File: src/rtl/msi_pkg.sv
package msi_pkg;
  localparam int unsigned DATA_W = 16;
  localparam int unsigned MAX_LOG2 = 5;

  typedef struct packed {
    logic       en;
    logic [2:0] mme;
    logic       a64;
  } msi_ctrl_t;

  function automatic logic [DATA_W-1:0] vec_mask(input logic [2:0] mme);
    logic [DATA_W-1:0] m;
    m = '0;
    for (int i = 0; i < int'(MAX_LOG2); i++)
      if (i < int'(mme)) m[i] = 1'b1;
    return m;
  endfunction
endpackage

File: src/rtl/msi_cfg_regs.sv
module msi_cfg_regs
  import msi_pkg::*;
#(
  parameter logic [7:0] CAP_ID   = 8'h05,
  parameter logic [7:0] NEXT_PTR = 8'h00,
  parameter logic [2:0] MMC      = 3'd5
) (
  input  logic              clk,
  input  logic              rst_n,
  input  logic              wr_en,
  input  logic [1:0]        sel,
  input  logic [31:0]       wdata,
  output logic [31:0]       rdata,
  output msi_ctrl_t         ctrl,
  output logic [31:0]       addr_lo,
  output logic [31:0]       addr_hi,
  output logic [DATA_W-1:0] data
);
  logic unused_wbits;
  assign unused_wbits = ^{wdata[31:24], wdata[19:17], wdata[15:0]};

  always_ff @(posedge clk) begin
    if (!rst_n) begin
      ctrl    <= '0;
      addr_lo <= '0;
      addr_hi <= '0;
      data    <= '0;
    end else if (wr_en) begin
      case (sel)
        2'd0: begin
          ctrl.en  <= wdata[16];
          ctrl.mme <= (wdata[22:20] > MMC) ? MMC : wdata[22:20];
          ctrl.a64 <= wdata[23];
        end
        2'd1: addr_lo <= {wdata[31:2], 2'b00};
        2'd2: addr_hi <= wdata;
        default: data <= wdata[DATA_W-1:0];
      endcase
    end
  end

  always_comb begin
    case (sel)
      2'd0: rdata = {8'h00, ctrl.a64, ctrl.mme, MMC, ctrl.en, NEXT_PTR, CAP_ID};
      2'd1: rdata = addr_lo;
      2'd2: rdata = addr_hi;
      default: rdata = {{(32-DATA_W){1'b0}}, data};
    endcase
  end


  mme_within_cap_chk: assert property (@(posedge clk) disable iff (!rst_n)
    (wr_en && sel == 2'd0) |=> (ctrl.mme <= MMC));
endmodule

File: src/rtl/msi_pending.sv
module msi_pending #(
  parameter int unsigned NUM_VEC = 32,
  localparam int unsigned VEC_W = (NUM_VEC > 1) ? $clog2(NUM_VEC) : 1
) (
  input  logic               clk,
  input  logic               rst_n,
  input  logic [NUM_VEC-1:0] req,
  input  logic               en,
  input  logic               take_ok,
  output logic               issue,
  output logic [VEC_W-1:0]   issue_idx,
  output logic [NUM_VEC-1:0] pend_q
);
  logic [NUM_VEC-1:0] grant_oh;
  logic               any_pend;

  always_comb begin
    issue_idx = '0;
    for (int i = NUM_VEC - 1; i >= 0; i--)
      if (pend_q[i]) issue_idx = VEC_W'(i);
  end

  assign any_pend = |pend_q;
  assign issue    = en && any_pend && take_ok;

  genvar g;
  generate
    for (g = 0; g < NUM_VEC; g++) begin : g_bit
      assign grant_oh[g] = issue && (issue_idx == VEC_W'(g));
      always_ff @(posedge clk) begin
        if (!rst_n) pend_q[g] <= 1'b0;
        else        pend_q[g] <= (pend_q[g] && !grant_oh[g]) || req[g];
      end
    end
  endgenerate


  single_grant_chk: assert property (@(posedge clk) disable iff (!rst_n)
    $onehot0(grant_oh));


  merge_chk: assert property (@(posedge clk) disable iff (!rst_n)
    !issue |=> ($countones(pend_q) <= $countones($past(pend_q)) + $countones($past(req))));
endmodule

File: src/rtl/msi_msg_out.sv
module msi_msg_out
  import msi_pkg::*;
#(
  parameter int unsigned VEC_W = 5
) (
  input  logic              clk,
  input  logic              rst_n,
  input  logic              load,
  input  logic [VEC_W-1:0]  vec,
  input  msi_ctrl_t         ctrl,
  input  logic [31:0]       addr_lo,
  input  logic [31:0]       addr_hi,
  input  logic [DATA_W-1:0] data,
  input  logic              msg_ready,
  output logic              msg_valid,
  output logic [63:0]       msg_addr,
  output logic [31:0]       msg_data,
  output logic              free
);
  logic [DATA_W-1:0] mask;
  logic [DATA_W-1:0] vec_ext;

  assign mask    = vec_mask(ctrl.mme);
  assign vec_ext = DATA_W'(vec);
  assign free    = !msg_valid || msg_ready;

  always_ff @(posedge clk) begin
    if (!rst_n) begin
      msg_valid <= 1'b0;
      msg_addr  <= '0;
      msg_data  <= '0;
    end else if (load) begin
      msg_valid <= 1'b1;
      msg_addr  <= {ctrl.a64 ? addr_hi : 32'h0, addr_lo};
      msg_data  <= {{(32-DATA_W){1'b0}}, (data & ~mask) | (vec_ext & mask)};
    end else if (msg_ready) begin
      msg_valid <= 1'b0;
    end
  end


  hold_valid_chk: assert property (@(posedge clk) disable iff (!rst_n)
    (msg_valid && !msg_ready) |=> msg_valid);


  hold_payload_chk: assert property (@(posedge clk) disable iff (!rst_n)
    (msg_valid && !msg_ready) |=> ($stable(msg_addr) && $stable(msg_data)));
endmodule

File: src/rtl/msi_msg_gen.sv
module msi_msg_gen
  import msi_pkg::*;
#(
  parameter int unsigned NUM_VEC  = 32,
  parameter logic [7:0]  CAP_ID   = 8'h05,
  parameter logic [7:0]  NEXT_PTR = 8'h00,
  parameter logic [2:0]  MMC      = 3'd5
) (
  input  logic               clk,
  input  logic               rst_n,
  input  logic               cfg_wr_en,
  input  logic [1:0]         cfg_sel,
  input  logic [31:0]        cfg_wdata,
  output logic [31:0]        cfg_rdata,
  input  logic [NUM_VEC-1:0] irq_req,
  output logic               msg_valid,
  input  logic               msg_ready,
  output logic [63:0]        msg_addr,
  output logic [31:0]        msg_data
);
  localparam int unsigned VEC_W = (NUM_VEC > 1) ? $clog2(NUM_VEC) : 1;

  msi_ctrl_t          ctrl;
  logic [31:0]        addr_lo, addr_hi;
  logic [DATA_W-1:0]  data;
  logic               issue, out_free;
  logic [VEC_W-1:0]   issue_idx;
  logic [NUM_VEC-1:0] pend_q;

  msi_cfg_regs #(.CAP_ID(CAP_ID), .NEXT_PTR(NEXT_PTR), .MMC(MMC)) u_regs (
    .clk(clk), .rst_n(rst_n), .wr_en(cfg_wr_en), .sel(cfg_sel),
    .wdata(cfg_wdata), .rdata(cfg_rdata), .ctrl(ctrl),
    .addr_lo(addr_lo), .addr_hi(addr_hi), .data(data)
  );

  msi_pending #(.NUM_VEC(NUM_VEC)) u_pend (
    .clk(clk), .rst_n(rst_n), .req(irq_req), .en(ctrl.en),
    .take_ok(out_free), .issue(issue), .issue_idx(issue_idx), .pend_q(pend_q)
  );

  msi_msg_out #(.VEC_W(VEC_W)) u_out (
    .clk(clk), .rst_n(rst_n), .load(issue), .vec(issue_idx), .ctrl(ctrl),
    .addr_lo(addr_lo), .addr_hi(addr_hi), .data(data),
    .msg_ready(msg_ready), .msg_valid(msg_valid), .msg_addr(msg_addr),
    .msg_data(msg_data), .free(out_free)
  );


  no_msg_when_off_chk: assert property (@(posedge clk) disable iff (!rst_n)
    (!ctrl.en && !msg_valid) |=> !msg_valid);


  pending_served_chk: assert property (@(posedge clk) disable iff (!rst_n)
    (ctrl.en && pend_q != '0 && !msg_valid) |=> msg_valid);
endmodule

File: config.mk
export PLATFORM = sky130hd
export DESIGN_NAME = msi_msg_gen
export DESIGN_NICKNAME = d
export VERILOG_FILES = /design/src/rtl/msi_pkg.sv /design/src/rtl/msi_cfg_regs.sv /design/src/rtl/msi_pending.sv /design/src/rtl/msi_msg_out.sv /design/src/rtl/msi_msg_gen.sv
export SDC_FILE = /design/constraint.sdc
export NUM_CORES = 1
export LEC_CHECK = 0
export CAP_MARGIN = 20
export CORE_ASPECT_RATIO = 1.75
export CORE_UTILIZATION = 45
export CTS_CLUSTER_DIAMETER = 120
export DETAILED_ROUTE_END_ITERATION = 10
export HOLD_SLACK_MARGIN = 0.15
export PLACE_DENSITY = 0.73
export SYNTH_ARGS = -nofsm -noshare
export SYNTH_HDL_FRONTEND = slang
export SYNTH_SLANG_ARGS = --single-unit
File: constraint.sdc
create_clock -name clk -period 2.3 [get_ports clk]
set_clock_uncertainty 0.05 [all_clocks]
set_input_delay 0.23 -clock clk [delete_from_list [all_inputs] [get_ports clk]]
set_output_delay 0.23 -clock clk [all_outputs]
set_load 0.01 [all_outputs]
# == Word-level counts from Yosys, hierarchy flattened ==
# Cells that the tools add are included.
# totals
out_inout_bits,129
input_bits,70
latchBits,0
register_bits,194
n_memories,0
word_cells,268
mem_bits_rw,0
romBits,0
# classes
n_eq_ne,33
addsub,0
n_reduce_logical,141
div,0
mul,0
muxes,42
bitwise_logic,5
n_lt_le_gt_ge,6
shift,0
# ops
operator,count
$mux 5,32
$pmux 32 s3,1
$eq 5x5->1 const B,16
$logic_and 1x1->1,66
$eq 5x4->1 const B,8
$logic_not 1->1,33
$logic_or 1x1->1,33
$mux 32,1
$reduce_or 32->1,1
$eq 5x3->1 const B,4
$and 16x16->16,1
$not 5->16,1
$or 16x16->16,1
$eq 5x2->1 const B,2
$reduce_and 2->1,4
$mux 1,7
$lt 1x3->1 const A,2
$lt 2x3->1 const A,2
$and 5x5->5,1
$eq 5x1->1 const B,1
$logic_not 5->1,1
$gt 3x3->1 const B,1
$lt 3x3->1 const A,1
$mux 3,1
6 further kinds,6

# == Depth between registers and ports, before layout ==
# depth
word_depth,37
depth_mapped,8
ltp_nobuf,6

# == Cells and area by module ==
# A second synthesis with hierarchy kept.
# unflattened
cells_unflattened,941
hier_area_um2,8470.6
# modules_own_cells
mod,cells_per_inst,n_inst,area_each_um2,seq_area_each_um2
msi_cfg_regs,410,1,3435.8,1661.6
msi_msg_out,293,1,3244.4,1621.6
msi_pending,238,1,1790.5,640.6

# == Least setup slack after synthesis ==
# No wires, ideal clock.
# synth_timing
path_kind,reg-to-reg
start,register u_pend.pend_q[8]
end,register u_pend.pend_q[27]
t_required_ns,2.111
setup_ns,0.139
t_arrival_ns,1.714
path_buffers,0
stages_incl_launch_ff,5
slack_ns,0.397
period_less_slack_ns,1.903
cell_sequence,dfxtp_1 or4_1 o41a_4 a211oi_4 a31oi_1
# synth_via
elab_chain_len,14
word_cells_on_any_way,17
classes_between,eq/ne: 1; mux: 9; reduce/logical: 7
# synth_rtl
item,line,rtl
from (decl),msi_pending.sv:12,output logic [NUM_VEC-1:0] pend_q
"from (signal, indexed assignment)",msi_pending.sv:32,else pend_q[g] <= (pend_q[g] && !grant_oh[g]) || req[g];
$mux 5 (9 in series),msi_pending.sv:20,if (pend_q[i]) issue_idx = VEC_W'(i);
$eq 5x5->1,msi_pending.sv:29,assign grant_oh[g] = issue && (issue_idx == VEC_W'(g));
$logic_and 1x1->1 *,msi_pending.sv:29,
$logic_not 1->1 *,msi_pending.sv:32,
$logic_and 1x1->1 *,msi_pending.sv:32,
$logic_or 1x1->1 *,msi_pending.sv:32,
# Every way passes the cells marked *; elsewhere a longest branch is shown, timed or not.
# A chain may end at the register's enable or synchronous reset.

# == Worst setup path after layout ==
# layout_timing
start,register u_pend.pend_q[8]
end,register u_pend.pend_q[31]
# Same word-level chain as after synthesis.

==> results.toml <==
[run_status]
outcome = "complete, no violations"

[die]
chipWidth_um = 105.0
die_h_um = 182.2
core_um2 = 18140
die_area_um2 = 19120
initial_core_util = 0.4604
rows = 65
boundaryPins = 199

[clock_network]
cts_tree = "done"
root_buffer = "clkbuf_16"
clk_path_buf_depth = 2
cts_buffers = 17
post_cts_buffers = 0
cts_hold_buf = 0
clock-sinks = 194
insertion_delay_ns = 0.43
htree_num_levels = 4
clk_pin_slew_worst_paths_ns = 0.08

[drt]
vias = 7949
wl_per_cell_um = 17.32
drtAntennaViolNets = 0
finalWirelength_um = 25550
drc = 0
drt_pass1_iterations = 6
via_per_inst = 5.389
drtIter0Drc = 427

[finish]
diodes = 0
drive_gt1_frac = 0.09911
stdcell_area_um2 = 11140
nNetsFinal = 1299
nFillCells = 1635
area_delta_synth_final_pct = 33.40

[placed_design]
place.detailed.hpwl_um = 18150
gp_congestion = 0.9065
place_area_um2 = 10570
port_buffers = 180
dp_slack_ns = 0.09754

[global_routing]
antenna_found_initial = 1
grt_max_degree = 88
grt_pass1_vias = 7820
grt-ovfl-total = 0
grt_pass1_wl_um = 41030
grt_use_total = 0.2724

[synthesis]
yosys.cell_types.count = 63
syn_inst = 1046
avgSynthCellArea_um2 = 7.982
synthDominantCellAreaShare = 0.4652
synthesis.area_um2 = 8349
post-synth-top-count-cell = "nand2_1"
ys_seq_area_frac = 0.4652
synth_warnings = 0
synth_ff_type = "dfxtp_1"
yosysTopAreaCell = "dfxtp_1"
synth-async-reset-ratio = 0
synth_area_leaders = "dfxtp_1 (47%), nand2_1 (13%), a21oi_1 (11%)"
ys_top_cells_by_count = "nand2_1 (284), dfxtp_1 (194), a21oi_1 (180), clkbuf_1 (44), nor2_1 (44)"
synth-edff-count = 0
ys_ff_latch = 194

[timing]
finalMaxSlewViolations = 0
setup_viol = 0
fmax_mhz = 466.7
min_period_ns = 2.143
hold_viol = 0
setup_tns_ns = 0
finalCritPeriodShare = 0.9316
whs_ns = 0.3169
rsz0062_at_grt = "false"
finalWorstSetupSlack_ns = 0.1574

[setup_path]
cp.required_ns = 2.58
worstSetupEndpointType = "flip-flop"
arrival_ns = 2.42
worst-setup-path-type = "reg2reg"
cp-start-kind = "flip-flop"
crit_fanout = 5

[power_and_ir_drop]
power_mw = 7.301
leakage_nw = 3.962
p_per_area_nw_per_um2 = 655.5
ir_worst_vdd_uv = 554.7

[hold_path]
min_path_type = "in2reg"

[run]
max_cap_viol_count = 0
[through the flow]
| stage | cells | utilization |
|---|---|---|
| global placement | 1444 | 0.5825 |
| global route | 1475 | 0.6141 |
| floorplan | 1063 | - |
| finish | 1475 | 0.6141 |
| detailed placement | 1444 | 0.5825 |
| CTS | 1475 | 0.6140 |
[metal layers]
metal,vias up,global-route usage,part of all wire
li1,3906,-,-
met1,3697,0.2988,0.39
met2,287,0.5009,0.52
met3,57,0.05393,0.053
met4,2,0.1223,0.038
met5,-,0,0.00051
[critical path, stage by stage (launching register included)]
cell	delay, ns
dfxtp_1	0.38
or4_1	0.66
o41a_4	0.44
a211oi_4	0.23
buf_4	0.19
a31oi_1	0.08
[cells by family (layout without fill, tap and decap cells)]
family,count (synthesis),in the layout,share of synthesized area
AO/OA/AOI/OAI,290,290,0.2088
buffers and inverters,111,289,0.06983
flip-flops,194,194,0.4652
multiplexers,26,26,0.03312
other,1,18,0.0004491
AND/OR/NAND/NOR,424,424,0.2227
[sequential cells by signal, indices dropped and copies added, names as in the netlist]
| name | cells |
|---|---|
| u_out.msg_addr | 62 |
| u_pend.pend_q | 32 |
| u_regs.addr_hi | 32 |
| u_regs.addr_lo | 30 |
| u_out.msg_data | 16 |
| u_regs.data | 16 |
| u_regs.ctrl | 5 |
| u_out.msg_valid | 1 |
[where the power goes]
part / leakage (nW) / internal [mW] / switching (mW) / total (mW)
combinational: 2.11 / 0.399 / 0.472 / 0.871
clock: 0.273 / 1.44 / 1.43 / 2.87
sequential: 1.58 / 3.45 / 0.112 / 3.56
[cells in the final DEF, fill, tap and decap left out, types with 4 or more instances in the layout]
cell type / synthesis / layout
nand2_1: 284 / 284
dfxtp_1: 194 / 194
a21oi_1: 180 / 180
clkdlybuf4s50_1: 0 / 178
nor2_1: 44 / 44
buf_4: 18 / 43
o21ai_0: 39 / 39
nand3_1: 35 / 35
inv_1: 23 / 23
a22o_1: 22 / 22
conb_1: 1 / 18
a31oi_1: 17 / 17
clkbuf_16: 0 / 17
mux2_2: 13 / 13
mux2i_1: 13 / 13
buf_12: 0 / 11
nor3_1: 9 / 9
nor2b_1: 9 / 8
nor4_1: 7 / 7
nand2b_1: 6 / 6
clkinv_4: 0 / 4
inv_8: 0 / 4
[timing repair]
item                                   CTS  global route
resized for setup                        0             1
endpoints found under the hold margin    0             0
setup endpoints to repair                0             1
[path summary, 6_finish.rpt]
| check | endpoint | slack [ns] | cells past startpoint | startpoint |
|---|---|---|---|---|
| max reg2reg | u_pend.pend_q[31] | 0.16 | 5 | u_pend.pend_q[8] |
| min | u_pend.pend_q[20] | 0.32 | 3 | irq_req[20] |
| max | u_pend.pend_q[31] | 0.16 | 5 | u_pend.pend_q[8] |
| min reg2reg | u_out.msg_addr[54] | 0.40 | 2 | u_out.msg_addr[54] |
[area by class of cell]
type	count	area [um^2]	area share
Sequential cell	194	3884	0.3487
Clock buffer	17	425.4	0.03819
Clock inverter	14	145.1	0.01303
Timing Repair Buffer	234	2342	0.2103
Tap cell	234	292.8	0.02629
Inverter	24	92.59	0.008313
Multi-Input combinational cell	758	3956	0.3552
Power figures use the tool's default switching activity.
